==> src/rtl/pcl_pkg.sv <==
package pcl_pkg;
  localparam int CTRL_W  = 4;
  localparam int EN_BIT  = 3;
  localparam int RSV_BIT = 2;
  localparam int NSRC    = 4;

  typedef enum logic [1:0] {
    SRC_PHI   = 2'd0,
    SRC_DIV_A = 2'd1,
    SRC_DIV_B = 2'd2,
    SRC_DIV_C = 2'd3
  } src_sel_e;

  function automatic logic [CTRL_W-1:0] pack_rd(input logic en, input src_sel_e sel);
    logic [CTRL_W-1:0] v;
    v          = '0;
    v[EN_BIT]  = en;
    v[1:0]     = sel;
    return v;
  endfunction
endpackage

==> src/rtl/pcl_divider.sv <==
module pcl_divider #(
  parameter int TAP_A = 3,
  parameter int TAP_B = 4,
  parameter int TAP_C = 6
) (
  input  logic       clk,
  input  logic       rst,
  output logic [2:0] taps
);
  localparam int CNT_W = TAP_C;
  localparam int TAPS [3] = '{TAP_A, TAP_B, TAP_C};

  logic [CNT_W-1:0] cnt;

  always_ff @(posedge clk) begin
    if (rst) cnt <= '0;
    else     cnt <= cnt + 1'b1;
  end

  for (genvar g = 0; g < 3; g++) begin : g_tap
    assign taps[g] = cnt[TAPS[g]-1];
  end
endmodule

==> src/rtl/pcl_ctrl_reg.sv <==
module pcl_ctrl_reg
  import pcl_pkg::*;
(
  input  logic              clk,
  input  logic              rst,
  input  logic              wr_en,
  input  logic [CTRL_W-1:0] wr_data,
  output logic              req_en,
  output src_sel_e          req_sel,
  output logic [CTRL_W-1:0] ctrl_rd
);
  always_ff @(posedge clk) begin
    if (rst) begin
      req_en  <= 1'b0;
      req_sel <= SRC_PHI;
    end else if (wr_en) begin
      req_en  <= wr_data[EN_BIT];
      req_sel <= src_sel_e'(wr_data[1:0]);
    end
  end

  assign ctrl_rd = pack_rd(req_en, req_sel);
endmodule

==> src/rtl/pcl_switch.sv <==
module pcl_switch
  import pcl_pkg::*;
(
  input  logic            clk,
  input  logic            rst,
  input  logic [NSRC-1:0] src_vec,
  input  logic            req_en,
  input  src_sel_e        req_sel,
  output logic            act_en,
  output src_sel_e        act_sel,
  output logic            gated
);
  logic cur_lvl, nxt_lvl;

  assign cur_lvl = src_vec[act_sel];
  assign nxt_lvl = src_vec[req_sel];

  always_ff @(posedge clk) begin
    if (rst) begin
      act_en  <= 1'b0;
      act_sel <= SRC_PHI;
      gated   <= 1'b0;
    end else begin
      gated <= act_en & cur_lvl;
      if (!act_en) begin
        if (req_en && !nxt_lvl) begin
          act_en  <= 1'b1;
          act_sel <= req_sel;
        end
      end else if (!req_en) begin
        if (!cur_lvl) act_en <= 1'b0;
      end else if (req_sel != act_sel && !cur_lvl && !nxt_lvl) begin
        act_sel <= req_sel;
      end
    end
  end
endmodule

==> src/rtl/pcl_pin_mux.sv <==
module pcl_pin_mux (
  input  logic clk,
  input  logic rst,
  input  logic gated,
  input  logic port_latch,
  input  logic port_out_mode,
  input  logic tmr_sel,
  input  logic tmr_in,
  output logic pin_o,
  output logic pin_oe
);
  always_ff @(posedge clk) begin
    if (rst) begin
      pin_o  <= 1'b0;
      pin_oe <= 1'b0;
    end else begin
      pin_o  <= tmr_sel ? tmr_in : (port_latch | gated);
      pin_oe <= port_out_mode;
    end
  end
endmodule

==> src/rtl/pcl_clkout.sv <==
module pcl_clkout
  import pcl_pkg::*;
#(
  parameter int TAP_A = 3,
  parameter int TAP_B = 4,
  parameter int TAP_C = 6
) (
  input  logic              clk,
  input  logic              rst,
  input  logic              phi_i,
  input  logic              wr_en,
  input  logic [CTRL_W-1:0] wr_data,
  output logic [CTRL_W-1:0] ctrl_rd,
  input  logic              port_latch,
  input  logic              port_out_mode,
  input  logic              tmr_sel,
  input  logic              tmr_in,
  output logic              pin_o,
  output logic              pin_oe
);
  logic            phi_q;
  logic [2:0]      taps;
  logic [NSRC-1:0] src_vec;
  logic            req_en, act_en, gated;
  src_sel_e        req_sel, act_sel;

  always_ff @(posedge clk) begin
    if (rst) phi_q <= 1'b0;
    else     phi_q <= phi_i;
  end

  pcl_divider #(.TAP_A(TAP_A), .TAP_B(TAP_B), .TAP_C(TAP_C)) u_div (
    .clk(clk), .rst(rst), .taps(taps)
  );

  assign src_vec = {taps, phi_q};

  pcl_ctrl_reg u_reg (
    .clk(clk), .rst(rst), .wr_en(wr_en), .wr_data(wr_data),
    .req_en(req_en), .req_sel(req_sel), .ctrl_rd(ctrl_rd)
  );

  pcl_switch u_sw (
    .clk(clk), .rst(rst), .src_vec(src_vec), .req_en(req_en), .req_sel(req_sel),
    .act_en(act_en), .act_sel(act_sel), .gated(gated)
  );

  pcl_pin_mux u_pin (
    .clk(clk), .rst(rst), .gated(gated), .port_latch(port_latch),
    .port_out_mode(port_out_mode), .tmr_sel(tmr_sel), .tmr_in(tmr_in),
    .pin_o(pin_o), .pin_oe(pin_oe)
  );
endmodule

==> config.mk <==
export PLATFORM = sky130hd
export DESIGN_NAME = pcl_clkout
export DESIGN_NICKNAME = d
export VERILOG_FILES = /design/src/rtl/pcl_pkg.sv /design/src/rtl/pcl_divider.sv /design/src/rtl/pcl_ctrl_reg.sv /design/src/rtl/pcl_switch.sv /design/src/rtl/pcl_pin_mux.sv /design/src/rtl/pcl_clkout.sv
export SDC_FILE = /design/constraint.sdc
export NUM_CORES = 1
export LEC_CHECK = 0
export BUFFER_PORTS_ARGS = -buffer_cell sky130_fd_sc_hd__buf_4
export CELL_PAD_IN_SITES_DETAIL_PLACEMENT = 2
export CELL_PAD_IN_SITES_GLOBAL_PLACEMENT = 2
export CORE_MARGIN = 10
export CORE_UTILIZATION = 33
export DETAILED_ROUTE_END_ITERATION = 8
export PLACE_DENSITY = 0.89
export SLEW_MARGIN = 20
export SYNTH_ARGS = -nofsm -noshare
export SYNTH_HDL_FRONTEND = slang
export SYNTH_HIERARCHICAL = 1
export SYNTH_SLANG_ARGS = --single-unit
==> constraint.sdc <==
create_clock -name clk -period 2.4 [get_ports clk]
set_input_delay 0.48 -clock clk [delete_from_list [all_inputs] [get_ports clk]]
set_output_delay 0.48 -clock clk [all_outputs]
set_load 0.02 [all_outputs]
==> impl_metrics.sql <==
INSERT INTO impl_metrics (metric_group, metric, value, unit) VALUES
('status', 'outcome', 'finished clean', ''),
('power_and_ir_drop', 'power.density', '611.8', 'nW/um^2'),
('synth', 'sequential_element_share_of_the_synthesized_area', '43.39', '%'),
('synth', 'instance_count_of_the_mapped_netlist', '73', ''),
('cts', 'clock-sinks', '16', ''),
('sta', 'maximum_clock_frequency', '716.6', 'MHz'),
('worst_hold_path', 'hold_path.startpoint', 'port_out_mode', ''),
('layout', 'filler_cell_count', '245', ''),
('cts', 'ctsResizeCount', '0', ''),
('drt', 'dr_drc_count', '0', ''),
('setup_path', 'worst-setup-path-type', 'flop to output pin', ''),
('die', 'initial_utilization', '34.03', '%'),
('layout', 'final_util', '40.08', '%'),
('setup_path', 'crit_arrival', '0.92', 'ns'),
('synth', 'yosys-top-cells-count', '16 x sky130_fd_sc_hd__dfxtp_1, 9 x sky130_fd_sc_hd__mux2i_1, 8 x sky130_fd_sc_hd__nor2_1, 7 x sky130_fd_sc_hd__buf_4, 6 x sky130_fd_sc_hd__nand2b_1', ''),
('power_and_ir_drop', 'total_design_power', '0.5320', 'mW'),
('synth', 'synth_top_area_share', '43.39', '%'),
('setup_path', 'ff2ff_setup_slack', '1.03', 'ns'),
('drt', 'routed_wirelength', '1.661', 'mm'),
('setup_path', 'reg2reg_to', 'u_sw/act_sel[0]$_SDFFE_PP0P_', ''),
('setup_path', 'r2r_start', 'u_reg/req_sel[0]$_SDFFE_PP0P_', ''),
('placed_design', 'detailedPlace.worstSlack', '1.074', 'ns'),
('sta', 'report.final.setup_viol', '0', ''),
('drt', 'routed_via_count_divided_by_cell_count', '4.752', ''),
('cts', 'clkLatencyLatePin', '0.29', 'ns'),
('die', 'fp-row-count', '17', ''),
('global_route', 'global_route.overflow_total', '0', ''),
('setup_path', 'timing.critical_path.required', '1.92', 'ns'),
('setup_path', 'worstSetupEndpointType', 'output pin', ''),
('cts', 'tritoncts_clock_tree', 'yes', ''),
('synth', 'synth_fp_nets', '86', ''),
('setup_path', 'timing.reg2reg.worst_path_depth', '4', ''),
('layout', 'layout-drive-gt1-share', '30.59', '%'),
('sta', 'slew_violations', '0', ''),
('setup_path', 'critPathLaunch', 'u_reg/req_sel[0]$_SDFFE_PP0P_', ''),
('synth', 'postSynth.asyncResetShare', '0', '%'),
('synth', 'post_synth_top_area_cell', 'sky130_fd_sc_hd__dfxtp_1', ''),
('power_and_ir_drop', 'power_leakage', '0.3401', 'nW'),
('synth', 'synthTopCellsByArea', 'sky130_fd_sc_hd__dfxtp_1 43%, sky130_fd_sc_hd__mux2i_1 12%, sky130_fd_sc_hd__buf_4 7.1%', ''),
('setup_path', 'worst-path-max-fanout', '5', ''),
('die', 'top_level_ports', '18', ''),
('setup_path', 'cp-start-kind', 'flop', ''),
('die', 'die_y', '67.30', 'um'),
('die', 'fp.coreArea', '2170', 'um^2'),
('worst_hold_path', 'min-delay-path-class', 'input pin to flop', ''),
('sta', 'worst_hold_slack', '0.3900', 'ns'),
('synth', 'dominantRegCellSynth', 'sky130_fd_sc_hd__dfxtp_1', ''),
('cts', 'reg_clk_slew_reported_paths', '0.09', 'ns'),
('cts', 'clock-root-buffer', 'sky130_fd_sc_hd__clkbuf_4', ''),
('global_route', 'grt_antenna_before_repair', '0', ''),
('synth', 'synthesis.yosys.warnings', '6', ''),
('worst_hold_path', 'timing.hold.worst_path_depth', '2', ''),
('sta', 'clock_skew_after_layout', '0.003145', 'ns'),
('sta', 'timing.final.crit_share', '58.14', '%'),
('cts', 'numCtsBuffers', '3', ''),
('global_route', 'grt_start_max_net_pins', '20', ''),
('setup_path', 'max_stage_delay', '0.44', 'ns'),
('layout', 'design.final.nets', '99', ''),
('cts', 'cts.hold.buffers_added', '0', ''),
('synth', 'synth.most_common_cell', 'sky130_fd_sc_hd__dfxtp_1', ''),
('die', 'die_width', '67.30', 'um'),
('sta', 'finalCriticalPeriod', '1.395', 'ns'),
('worst_hold_path', 'hold_ep', 'u_pin/pin_oe$_SDFF_PP0_', ''),
('drt', 'routed_length_per_instance', '14.70', 'um'),
('placed_design', 'port-buffer-count', '15', ''),
('cts', 'clock_path_buffers', '2', ''),
('synth', 'synth.ff_latch_count', '16', ''),
('layout', 'antenna_cells', '0', ''),
('setup_path', 'crit_path_cell_trace', 'buf_4', ''),
('synth', 'number_of_enable_flip_flop_cells_after_synthesis', '0', ''),
('drt', 'detailedRoute.firstIterationViolations', '6', '');
state kept, by name, indices dropped and copies added (netlist names):
register,count
phi_q,1
u_div/cnt,6
u_reg/req_en,1
u_reg/req_sel,2
u_sw/act_sel,2
u_sw/gated,1
u_pin/pin_o,1
u_sw/act_en,1
u_pin/pin_oe,1
cell type report:
cell class / count / area, um^2 / area share, %
Multi-Input combinational cell: 49 / 361.6 / 41.58
Sequential cell: 16 / 320.3 / 36.83
Timing Repair Buffer: 15 / 112.6 / 12.95
Clock buffer: 4 / 36.28 / 4.173
Tap cell: 28 / 35.03 / 4.029
Inverter: 1 / 3.754 / 0.4317
layer usage:
metal / GRT usage (%) / up-vias / part of all wire (%)
met2: 15.88 / 11 / 55
met3: 4.132 / 4 / 4.8
met5: 0 / - / 0
met4: 3.846 / 0 / 1.4
met1: 7.910 / 261 / 38
li1: - / 261 / -
per-stage QoR:
stage	instance area [um^2]	instances
floorplan	738.2	73
global placement	833.3	109
detailed placement	833.3	109
CTS	869.6	113
global route	869.6	113
finish	869.6	113
cells by family (layout without fill, tap and decap cells):
| logic type | count (synthesis) | after routing | share of synthesized area, % |
|---|---|---|---|
| AND/OR/NAND/NOR | 30 | 30 | 26.10 |
| flip-flops | 16 | 16 | 43.39 |
| multiplexers | 9 | 9 | 12.20 |
| buffers and inverters | 8 | 20 | 7.627 |
| AO/OA/AOI/OAI | 5 | 5 | 4.916 |
| XOR/XNOR | 3 | 3 | 3.560 |
| adder cells (fa/ha/maj) | 1 | 1 | 1.695 |
| other | 1 | 1 | 0.5080 |
power by group:
| group | total, mW | switching (mW) | internal (mW) |
|---|---|---|---|
| logic | 0.0643 | 0.0298 | 0.0346 |
| registers | 0.288 | 0.0111 | 0.277 |
| clock network | 0.180 | 0.0871 | 0.0925 |
worst max path at each step:
stage,endpoint,slack (ns),cells past startpoint
3_3_place_gp,u_sw/act_sel[0]$_SDFFE_PP0P_,1.14,4
3_5_place_dp,u_sw/act_sel[0]$_SDFFE_PP0P_,1.07,4
6_report,ctrl_rd[0],1.00,1
5_1_grt,u_sw/act_sel[0]$_SDFFE_PP0P_,0.86,4
2_1_floorplan,u_sw/act_sel[0]$_SDFFE_PP0P_,1.08,5
4_1_cts,u_sw/act_sel[0]$_SDFFE_PP0P_,0.97,4
placed cells by master, fill, tap and decap left out, drive strengths merged, types with 2 or more instances in the layout:
| cell type | instances |
|---|---|
| dfxtp | 16 |
| nand2 | 3 |
| clkbuf | 4 |
| a21oi | 2 |
| buf | 15 |
| nor3 | 2 |
| nor2b | 5 |
| nand3 | 3 |
| xor2 | 2 |
| nand2b | 6 |
| mux2i | 9 |
| nor2 | 8 |
Note: power is estimated with default switching activity, not from simulation.
